**config.mk**
```make
export PLATFORM = sky130hd
export DESIGN_NAME = ripple_accumulator
export DESIGN_NICKNAME = d
export VERILOG_FILES = /design/src/rtl/acc_pkg.sv /design/src/rtl/ripple_cell.sv /design/src/rtl/carry_tracker.sv /design/src/rtl/bit_sequencer.sv /design/src/rtl/ripple_accumulator.sv
export SDC_FILE = /design/constraint.sdc
export NUM_CORES = 1
export LEC_CHECK = 0
export CAP_MARGIN = 20
export CORE_UTILIZATION = 54
export CTS_CLUSTER_SIZE = 25
export DETAILED_ROUTE_END_ITERATION = 10
export PLACE_DENSITY = 0.88
export REMOVE_ABC_BUFFERS = 1
export SLEW_MARGIN = 20
export SYNTH_ARGS = -nofsm -noshare
export SYNTH_HDL_FRONTEND = slang
export SYNTH_SLANG_ARGS = --single-unit
```
**constraint.sdc**
```tcl
create_clock -name clk -period 2.26 [get_ports clk]
set_input_delay 0.452 -clock clk [delete_from_list [all_inputs] [get_ports clk]]
set_output_delay 0.452 -clock clk [all_outputs]
set_load 0.05 [all_outputs]
```
**src/rtl/acc_pkg.sv**
```systemverilog
package acc_pkg;

    // Command accepted by one toggle cell in a cycle
    typedef enum logic [2:0] {
        CELL_HOLD = 3'd0,
        CELL_SET1 = 3'd1,
        CELL_SET0 = 3'd2,
        CELL_FLIP = 3'd3,
        CELL_TWC  = 3'd4
    } cell_cmd_e;

    // Registered transition events reported by a cell
    typedef struct packed {
        logic fell;
        logic rose;
    } cell_evt_t;

    // Sequencer phases
    typedef enum logic [1:0] {
        SQ_IDLE   = 2'd0,
        SQ_APPLY  = 2'd1,
        SQ_SETTLE = 2'd2,
        SQ_DONE   = 2'd3
    } seq_state_e;

    // Settle interval: two delay units, but never shorter than a full ripple
    function automatic int settle_cycles(input int unit_cyc, input int width);
        int two_units;
        two_units = 2 * unit_cyc;
        return (two_units > width + 1) ? two_units : width + 1;
    endfunction

    // Whether a toggle-with-carry on a cell holding cur passes a request upward
    function automatic logic passes_hop(input logic cur, input logic sub_mode);
        return sub_mode ? ~cur : cur;
    endfunction

endpackage

```
**src/rtl/ripple_cell.sv**
```systemverilog
module ripple_cell
    import acc_pkg::*;
(
    input  logic      clk,
    input  logic      rst,
    input  cell_cmd_e cmd,
    input  logic      sub_mode,
    output logic      q,
    output logic      hop_out,
    output cell_evt_t evt
);

    logic q_next;
    logic hop_next;

    always_comb begin
        q_next   = q;
        hop_next = 1'b0;
        unique case (cmd)
            CELL_SET1: q_next = 1'b1;
            CELL_SET0: q_next = 1'b0;
            CELL_FLIP: q_next = ~q;
            CELL_TWC: begin
                q_next   = ~q;
                hop_next = passes_hop(q, sub_mode);
            end
            default: q_next = q;
        endcase
    end

    always_ff @(posedge clk) begin
        if (rst) begin
            q        <= 1'b0;
            hop_out  <= 1'b0;
            evt      <= '0;
        end else begin
            q        <= q_next;
            hop_out  <= hop_next;
            evt.fell <= q & ~q_next;
            evt.rose <= ~q & q_next;
        end
    end

    // a toggle-with-carry always flips the cell
    a_r2_twc_flips: assert property (@(posedge clk) disable iff (rst)
        (cmd == CELL_TWC) |=> (q != $past(q)));

    // add mode hop on 1 -> 0 only
    a_r4_add_hop: assert property (@(posedge clk) disable iff (rst)
        (cmd == CELL_TWC && !sub_mode && q) |=> hop_out);
    a_r4_add_no_hop: assert property (@(posedge clk) disable iff (rst)
        (cmd == CELL_TWC && !sub_mode && !q) |=> !hop_out);

    // subtract mode hop on 0 -> 1 only
    a_r5_sub_hop: assert property (@(posedge clk) disable iff (rst)
        (cmd == CELL_TWC && sub_mode && !q) |=> hop_out);
    a_r5_sub_no_hop: assert property (@(posedge clk) disable iff (rst)
        (cmd == CELL_TWC && sub_mode && q) |=> !hop_out);

endmodule

```
**src/rtl/carry_tracker.sv**
```systemverilog
module carry_tracker
    import acc_pkg::*;
(
    input  logic      clk,
    input  logic      rst,
    input  cell_evt_t top_evt,
    output logic      flag
);

    always_ff @(posedge clk) begin
        if (rst) begin
            flag <= 1'b0;
        end else if (top_evt.fell) begin
            flag <= 1'b1;
        end else if (top_evt.rose) begin
            flag <= 1'b0;
        end
    end

    // a cell cannot fall and rise in the same cycle
    a_r6_evt_exclusive: assert property (@(posedge clk) disable iff (rst)
        !(top_evt.fell && top_evt.rose));

endmodule

```
**src/rtl/bit_sequencer.sv**
```systemverilog
module bit_sequencer
    import acc_pkg::*;
#(
    parameter int WIDTH      = 8,
    parameter int SETTLE_CYC = 10
) (
    input  logic             clk,
    input  logic             rst,
    input  logic             start,
    input  logic [WIDTH-1:0] operand_in,
    input  logic             sub_in,
    output logic [WIDTH-1:0] apply_vec,
    output logic             sub_mode,
    output logic             done
);

    localparam int IDX_W = (WIDTH > 1) ? $clog2(WIDTH) : 1;
    localparam int CNT_W = $clog2(SETTLE_CYC + 1);
    localparam logic [IDX_W-1:0] LAST_IDX   = IDX_W'(WIDTH - 1);
    localparam logic [CNT_W-1:0] SETTLE_TOP = CNT_W'(SETTLE_CYC - 1);

    seq_state_e       state;
    logic [IDX_W-1:0] idx;
    logic [CNT_W-1:0] cnt;
    logic [WIDTH-1:0] op_q;

    always_ff @(posedge clk) begin
        if (rst) begin
            state    <= SQ_IDLE;
            idx      <= '0;
            cnt      <= '0;
            op_q     <= '0;
            sub_mode <= 1'b0;
        end else begin
            unique case (state)
                SQ_IDLE: begin
                    if (start) begin
                        op_q     <= operand_in;
                        sub_mode <= sub_in;
                        idx      <= '0;
                        state    <= SQ_APPLY;
                    end
                end
                SQ_APPLY: begin
                    cnt   <= SETTLE_TOP;
                    state <= SQ_SETTLE;
                end
                SQ_SETTLE: begin
                    if (cnt == '0) begin
                        if (idx == LAST_IDX) begin
                            state <= SQ_DONE;
                        end else begin
                            idx   <= idx + 1'b1;
                            state <= SQ_APPLY;
                        end
                    end else begin
                        cnt <= cnt - 1'b1;
                    end
                end
                default: state <= SQ_IDLE;
            endcase
        end
    end

    always_comb begin
        apply_vec = '0;
        if (state == SQ_APPLY && op_q[idx]) begin
            apply_vec = WIDTH'(1) << idx;
        end
    end

    assign done = (state == SQ_DONE);

    // done lasts one cycle
    a_r7_done_single: assert property (@(posedge clk) disable iff (rst)
        done |=> !done);

    // at most one position is driven per cycle
    a_r9_one_position: assert property (@(posedge clk) disable iff (rst)
        $onehot0(apply_vec));

    // mode and operand are frozen once an operation is under way
    a_r8_mode_frozen: assert property (@(posedge clk) disable iff (rst)
        (state != SQ_IDLE) |=> ($stable(sub_mode) && $stable(op_q)));

    // positions are visited in rising order
    a_r9_rising_order: assert property (@(posedge clk) disable iff (rst)
        (state == SQ_APPLY && $past(state) == SQ_SETTLE) |-> (idx == $past(idx) + 1'b1));

endmodule

```
**src/rtl/ripple_accumulator.sv**
```systemverilog
module ripple_accumulator
    import acc_pkg::*;
#(
    parameter int WIDTH    = 8,
    parameter int UNIT_CYC = 5
) (
    input  logic             clk,
    input  logic             rst,
    input  logic             start,
    input  logic [WIDTH-1:0] operand,
    input  logic             sub_sel,
    output logic [WIDTH-1:0] acc_value,
    output logic             carry_flag,
    output logic             done
);

    localparam int SETTLE_CYC = settle_cycles(UNIT_CYC, WIDTH);

    logic [WIDTH-1:0] apply_vec;
    logic [WIDTH-1:0] hop;
    logic             sub_mode;
    cell_cmd_e        cmd    [WIDTH];
    cell_evt_t        evt    [WIDTH];

    bit_sequencer #(
        .WIDTH      (WIDTH),
        .SETTLE_CYC (SETTLE_CYC)
    ) u_seq (
        .clk        (clk),
        .rst        (rst),
        .start      (start),
        .operand_in (operand),
        .sub_in     (sub_sel),
        .apply_vec  (apply_vec),
        .sub_mode   (sub_mode),
        .done       (done)
    );

    for (genvar k = 0; k < WIDTH; k++) begin : g_cell
        logic req;
        if (k == 0) begin : g_lsb
            assign req = apply_vec[k];
        end else begin : g_upper
            assign req = apply_vec[k] | hop[k-1];
        end
        assign cmd[k] = req ? CELL_TWC : CELL_HOLD;

        ripple_cell u_cell (
            .clk      (clk),
            .rst      (rst),
            .cmd      (cmd[k]),
            .sub_mode (sub_mode),
            .q        (acc_value[k]),
            .hop_out  (hop[k]),
            .evt      (evt[k])
        );
    end

    // hop[WIDTH-1] is the dropped carry out of the top cell
    carry_tracker u_flag (
        .clk     (clk),
        .rst     (rst),
        .top_evt (evt[WIDTH-1]),
        .flag    (carry_flag)
    );

    // the flag follows the top cell direction one cycle later
    a_r6_flag_set: assert property (@(posedge clk) disable iff (rst)
        $fell(acc_value[WIDTH-1]) |=> carry_flag);
    a_r6_flag_clear: assert property (@(posedge clk) disable iff (rst)
        $rose(acc_value[WIDTH-1]) |=> !carry_flag);

    // the ripple has died out by the time done is shown
    a_r10_quiet_at_done: assert property (@(posedge clk) disable iff (rst)
        done |-> (hop == '0));

endmodule

```
== Word level (Yosys, flattened, before mapping) ==
Index checks and enable logic that the tools add are counted.
Operators by class
  add/sub/neg operators: 2
  order comparisons: 1
  eq/ne operators: 40
  shift-type cells: 1
  multiplexer cells: 38
  bitwise operators: 25
  reductions and logical operators: 32
Operators by type and width (count)
  3-bit by 2-bit equality test with 1-bit output, second input constant: 16
  3-bit two-way mux: 11
  2-bit OR reduction: 15
  3-bit equality test, second input constant: 9
  3-bit by 1-bit equality test with 1-bit output, second input constant: 8
  1-bit case mux with 3 select lines: 8
  3-bit nonzero test: 7
  1-bit NOT: 16
  1-bit two-way mux: 10
  8-bit two-way mux: 1
  4-bit case mux with 2 select lines: 1
  1-bit by 3-bit << shifter with 8-bit output, first input constant: 1
  1-bit OR: 7
  2-bit two-way mux: 3
  2-bit != test, second input constant: 3
  2-bit case mux with 3 select lines: 1
  3-bit case mux with 2 select lines: 1
  2-bit AND reduction: 3
  2-bit nonzero test: 3
  2-bit equality test, second input constant: 2
  4-bit zero test: 1
  3-bit by 4-bit < comparator with 1-bit output, second input constant: 1
  4-bit two-way mux: 1
  4-bit AND reduction: 1
  other kinds (8): 9
Word-level totals
  flip-flop bits (word level): 36
  input port bits: 12
  output and inout port bits: 10
  logic and storage cells: 162

== Logic depth before layout (Yosys ltp) ==
Gate-level depths: netlist of run 1.
  depth in word-level cells: 11
  depth in mapped cells: 7
  depth with buffers taken out: 6

== Modules after synthesis ==
From an unflattened synthesis of run 1, not the netlist that was laid out.
Second synthesis, totals
  cell total of the unflattened synthesis: 318
  area total of the unflattened synthesis: 2728.9 um2
Modules (own cells, without submodules)
  ripple_cell: instances 8, cells an instance 21, area each 191.4 um2, sequential area each 80.1 um2
  bit_sequencer: instances 1, cells an instance 138, area each 1111.1 um2, sequential area each 360.3 um2
  ripple_accumulator: instances 1, cells an instance 8, area each 47.5 um2, sequential area each 0.0 um2
  carry_tracker: instances 1, cells an instance 4, area each 38.8 um2, sequential area each 20.0 um2

== Least setup slack after synthesis of run 1 ==
OpenSTA, ideal clock, no wires.
  kind: reg2reg
  from: register u_seq.idx[0]
  to: register g_cell[7].u_cell.q
  library setup time: 0.067 ns
  arrival time: 1.751 ns
  data required time: 2.193 ns
  slack: 0.443 ns
  stages on the path, launching flop included: 7
  path buffers: 1
  period minus slack after synthesis: 1.817 ns
  cells stage by stage: dfxtp_1 -> buf_6 -> mux4_2 -> nand2b_4 -> a41o_2 -> ha_1 -> nor2_1
Between the ends
  word-level cells in the longest chain between the ends: 9
  elaborated cells between the ends (all ways): 13
  classes of those cells: eq/ne (4); shift (1); mux (5); bitwise (1); reduce/logical (2)
RTL lines
  from (decl): line bit_sequencer.sv:23  | logic [IDX_W-1:0] idx;
  from (signal assigned): line bit_sequencer.sv:53  | idx <= idx + 1'b1;
  1-bit binary-select mux with 3-bit select: line bit_sequencer.sv:67  | if (state == SQ_APPLY && op_q[idx]) begin
  1-bit two-way mux (not written as such): line bit_sequencer.sv:67
  1-bit logical AND: line bit_sequencer.sv:67
  8-bit two-way mux (*): line bit_sequencer.sv:67
  1-bit OR (*): line ripple_accumulator.sv:44  | assign req = apply_vec[k] | hop[k-1];
  3-bit two-way mux (*): line ripple_accumulator.sv:46  | assign cmd[k] = req ? CELL_TWC : CELL_HOLD;
  3-bit by 2-bit equality test with 1-bit output or 3-bit equality test (tied branches): line ripple_cell.sv:19  | unique case (cmd)
  2-bit OR reduction (no source line)
  1-bit case mux with 3 select lines (*): line ripple_cell.sv:19
  to (signal assigned): line ripple_cell.sv:37  | q <= q_next;
  to (decl): line ripple_cell.sv:8  | output logic q,
Every way passes the cells marked *; elsewhere a longest branch is shown, timed or not. The select of a mux whose other input is x is not followed.
A chain may end at the register's enable or synchronous reset.

== Worst setup path after layout of run 1 ==
  from: register g_cell[3].u_cell.q
  to: output port acc_value[3]
RTL lines
  from (decl): line ripple_cell.sv:8
  from (signal assigned): line ripple_cell.sv:37
  to (decl): line ripple_accumulator.sv:12  | output logic [WIDTH-1:0] acc_value,
No word-level cell between the ends.

==> flow_summary.yaml, run 1 <==
power_and_ir_drop:
  power_switching_w: 0.000349
  leakage_nw: 0.752
  power_frac_clock_pct: 29.0
  switching_share_pct: 27.7
  p_per_area_nw_per_um2: 629
  pwr-share-seq_pct: 55.1
  power_frac_comb_pct: 15.9
  ir_drop_mv: 0.424
  p_int_w: 0.000913
final_layout:
  layout-drive-gt1-share_pct: 8.81
  final_cells: 237
  final_area_um2: 2010
  areaGrowthSynthToFinish_pct: 13.8
  num_antenna_cells: 0
  fin_nets: 214
  fillers: 258
sta:
  fmax_ghz: 0.481
  fin_ws_ns: 0.183
  finalHoldViolations: 0
  slew_violations: 0
  rsz0062_at_grt: "no"
  setup_viol: 0
  tightest_slew_ns: 0.521
  fin_setup_tns_ns: 0
  min_period_over_period_pct: 91.9
  relSlewSlack_pct: 65.1
  finClkSkew_ns: 0.0123
  min_period_ns: 2.08
route:
  drtAntennaViolNets: 0
  vias: 1287
  via_per_inst: 5.43
  dr.pass1.iters: 4
  wirelength_um: 3350
  drc: 0
  detail_route.wl_per_cell_um: 14.1
  drt-initial-drc-count: 35
die:
  die_w_um: 59.2
  rows: 20
  core_area_um2: 3080
  die_y_um: 59.2
  io_pins: 22
  start_util_pct: 57.3
  die_area_um2: 3500
global_route:
  grt_max_degree: 32
  grt_use_total_pct: 22.4
  antenna_found_initial: 0
  overflow: 0
  grt_pass1_vias: 1245
  grt_pass1_wl_um: 5710
logic_synthesis:
  synth_area_leaders: "dfxtp_1 41%, ha_1 7.1%, mux2i_1 6.2%"
  synth_compound_area_share_pct: 7.45
  synth_top_area_share_pct: 40.9
  ys_types: 38
  syn_avg_cell_area_um2: 9.86
  yosys-top-cells-count: "36 x dfxtp_1, 21 x nor2_1, 11 x mux2i_1, 11 x nor3_1, 10 x ha_1"
  syn_area_um2: 1760
  synthAdderAreaFrac_pct: 7.09
  synth_edf_count: 0
  synth_simple_gate_area_share_pct: 18.1
  ys_seq_elements: 36
  synth_top_area_cell: "dfxtp_1"
  postSynth.asyncResetShare_pct: 0
  synth_xor_area_share_pct: 7.45
  synth_mux_area_share_pct: 11.8
  netlist_instances: 179
  ys_seq_area_share_pct: 40.9
  synth.most_common_cell: "dfxtp_1"
  synth_top_family_by_area: "simple AND/OR/NAND/NOR gates"
  ys.flop_type: "dfxtp_1"
  yosys_warnings: 0
setup_path:
  criticalPathCategory: "reg -> out"
  regToRegSetupSlack_ns: 0.20
  crit_path_end_kind: "output port"
  regToRegEndpoint: "g_cell[7].u_cell.q"
  crit_slowest_cell: "clkdlybuf4s50_1"
  worstPathCellList: "clkdlybuf4s50_1"
  required_ns: 1.81
  crit_path_max_incr_delay_ns: 0.84
  start_kind: "flop"
  cp_top_family: "buffers and inverters"
  critical_path_arrival_ns: 1.63
  rr_worst_depth: 5
  cp_max_fo: 6
  path_buf_inv: 1
  r2r-start: "u_seq.idx[0]"
flow_run:
  cap_violations: 0
place:
  placed_cells: 229
  hpwl_um: 2500
  dpl_cell_area_um2: 1940
  gp_congestion: 0.834
  portBuffers: 21
  post-place-ws_ns: 0.248
run_status:
  status: "complete, no violations"
clock_tree:
  ctsHoldBuffers: 0
  clk_pin_slew_ns: 0.10
  cts.sinks: 36
  cts_max_path_buffers: 2
  cts_root_buf: "clkbuf_4"
  cts_made_buffers: 5
  cts_tree: "built"
  htree_levels: 2
  clk_latency_ns: 0.34
min_path:
  holdPathEnd: "u_flag.flag"
  min_path_type: "reg -> reg"
  hold_depth: 2
  hp-start: "g_cell[7].u_cell.evt[1]"
-- worst max-delay path by stage --
stage                         endpoint  cells after the start  slack, ns          startpoint
floorplan                u_seq.op_q[0]                      3       0.37               start
CTS                               done                      2       0.04      u_seq.state[1]
global route              acc_value[3]                      1        0.1  g_cell[3].u_cell.q
finish                    acc_value[3]                      1       0.18  g_cell[3].u_cell.q
global placement    g_cell[7].u_cell.q                      5       0.33        u_seq.idx[0]
detailed placement  g_cell[7].u_cell.q                      5       0.25        u_seq.idx[0]
-- tightest hold or removal path, delay by kind of cell (launching register included) --
family / cells / cell delay, ns
compound gates: 1 / 0.04
flops: 1 / 0.32
simple gates: 1 / 0.06
-- what timing repair did --
item | 4_1_cts | 5_1_grt
gates resized for setup | 0 | 1
buffers inserted | 0 | 0
endpoints found under the setup margin | 0 | 1
-- state kept, by name (all words and copies together) (netlist names) --
| register | flops |
|---|---|
| g_cell.u_cell.q | 8 |
| u_seq.op_q | 8 |
| g_cell.u_cell.hop_out | 7 |
| u_seq.cnt | 4 |
| u_seq.idx | 3 |
| g_cell.u_cell.evt | 2 |
| u_seq.state | 2 |
| u_flag.flag | 1 |
| u_seq.sub_mode | 1 |
-- power by group through the flow --
stage | Sequential (W) | Clock [W] | Combinational, W
2_1_floorplan | 0.000718 | 0 | 0.000116
3_3_place_gp | 0.000707 | 0 | 0.000189
3_5_place_dp | 0.000709 | 0 | 0.000199
4_1_cts | 0.000695 | 0.000372 | 0.000200
5_1_grt | 0.000700 | 0.000404 | 0.000218
6_report | 0.000696 | 0.000367 | 0.000200
-- metal layers --
layer / global-route usage [%] / part of all wire [%]
met1: 25.8 / 43
met2: 38.0 / 52
met3: 5.68 / 3.5
met4: 12.2 / 2.0
met5: 0 / 0
-- final cells by class --
cell class | count | area [µm²] | area share, %
clock inverters | 1 | 7.51 | 0.374
repair buffers | 23 | 228 | 11.3
inverters | 7 | 26.3 | 1.31
flip-flops and latches | 36 | 721 | 35.9
multi-input cells | 119 | 915 | 45.6
clock buffers | 7 | 55.1 | 2.74
well taps | 44 | 55.1 | 2.74
-- metrics by stage --
stage | util [%] | total power, W | hold WS [ns]
2_1_floorplan | - | 0.000834 | 0.413
5_1_grt | 65.2 | 0.00132 | 0.500
3_3_place_gp | 63.1 | 0.000896 | 0.418
4_1_cts | 65.1 | 0.00127 | 0.463
3_5_place_dp | 63.1 | 0.000909 | 0.439
6_report | 65.2 | 0.00126 | 0.451
-- logic make-up (layout without fill, tap and decap cells) --
logic type | Yosys count | in the layout
flip-flops | 36 | 36
adder cells (fa/ha/maj) | 10 | 10
AO/OA/AOI/OAI | 18 | 18
XOR/XNOR | 15 | 15
multiplexers | 16 | 16
AND/OR/NAND/NOR | 60 | 60
buffers and inverters | 24 | 38
-- layout by cell type, fill, tap and decap left out, drive strengths merged, types with 2 or more instances in the layout --
| master | n |
|---|---|
| nand2b | 3 |
| xor2 | 8 |
| a21oi | 5 |
| clkdlybuf4s50 | 20 |
| dfxtp | 36 |
| clkbuf | 7 |
| buf | 2 |
| a41oi | 4 |
| or3b | 2 |
| ha | 10 |
| nand2 | 4 |
| or3 | 3 |
| mux2i | 11 |
| and2 | 2 |
| nor3 | 11 |
| mux2 | 2 |
| nand3 | 4 |
| nor3b | 4 |
| nor2b | 4 |
| inv | 7 |
| xnor2 | 7 |
| nor2 | 21 |
| mux4 | 3 |
| a211oi | 2 |
| a31oi | 3 |
No activity file was read; power rests on OpenSTA's default activity.
==> run 2: changes to the inputs <==
- HOLD_SLACK_MARGIN: unset -> 0.02
- SLEW_MARGIN: 20 -> unset
==> results of run 2 <==
Same layout as run 1: the final DEF is identical, and so are final timing and power.
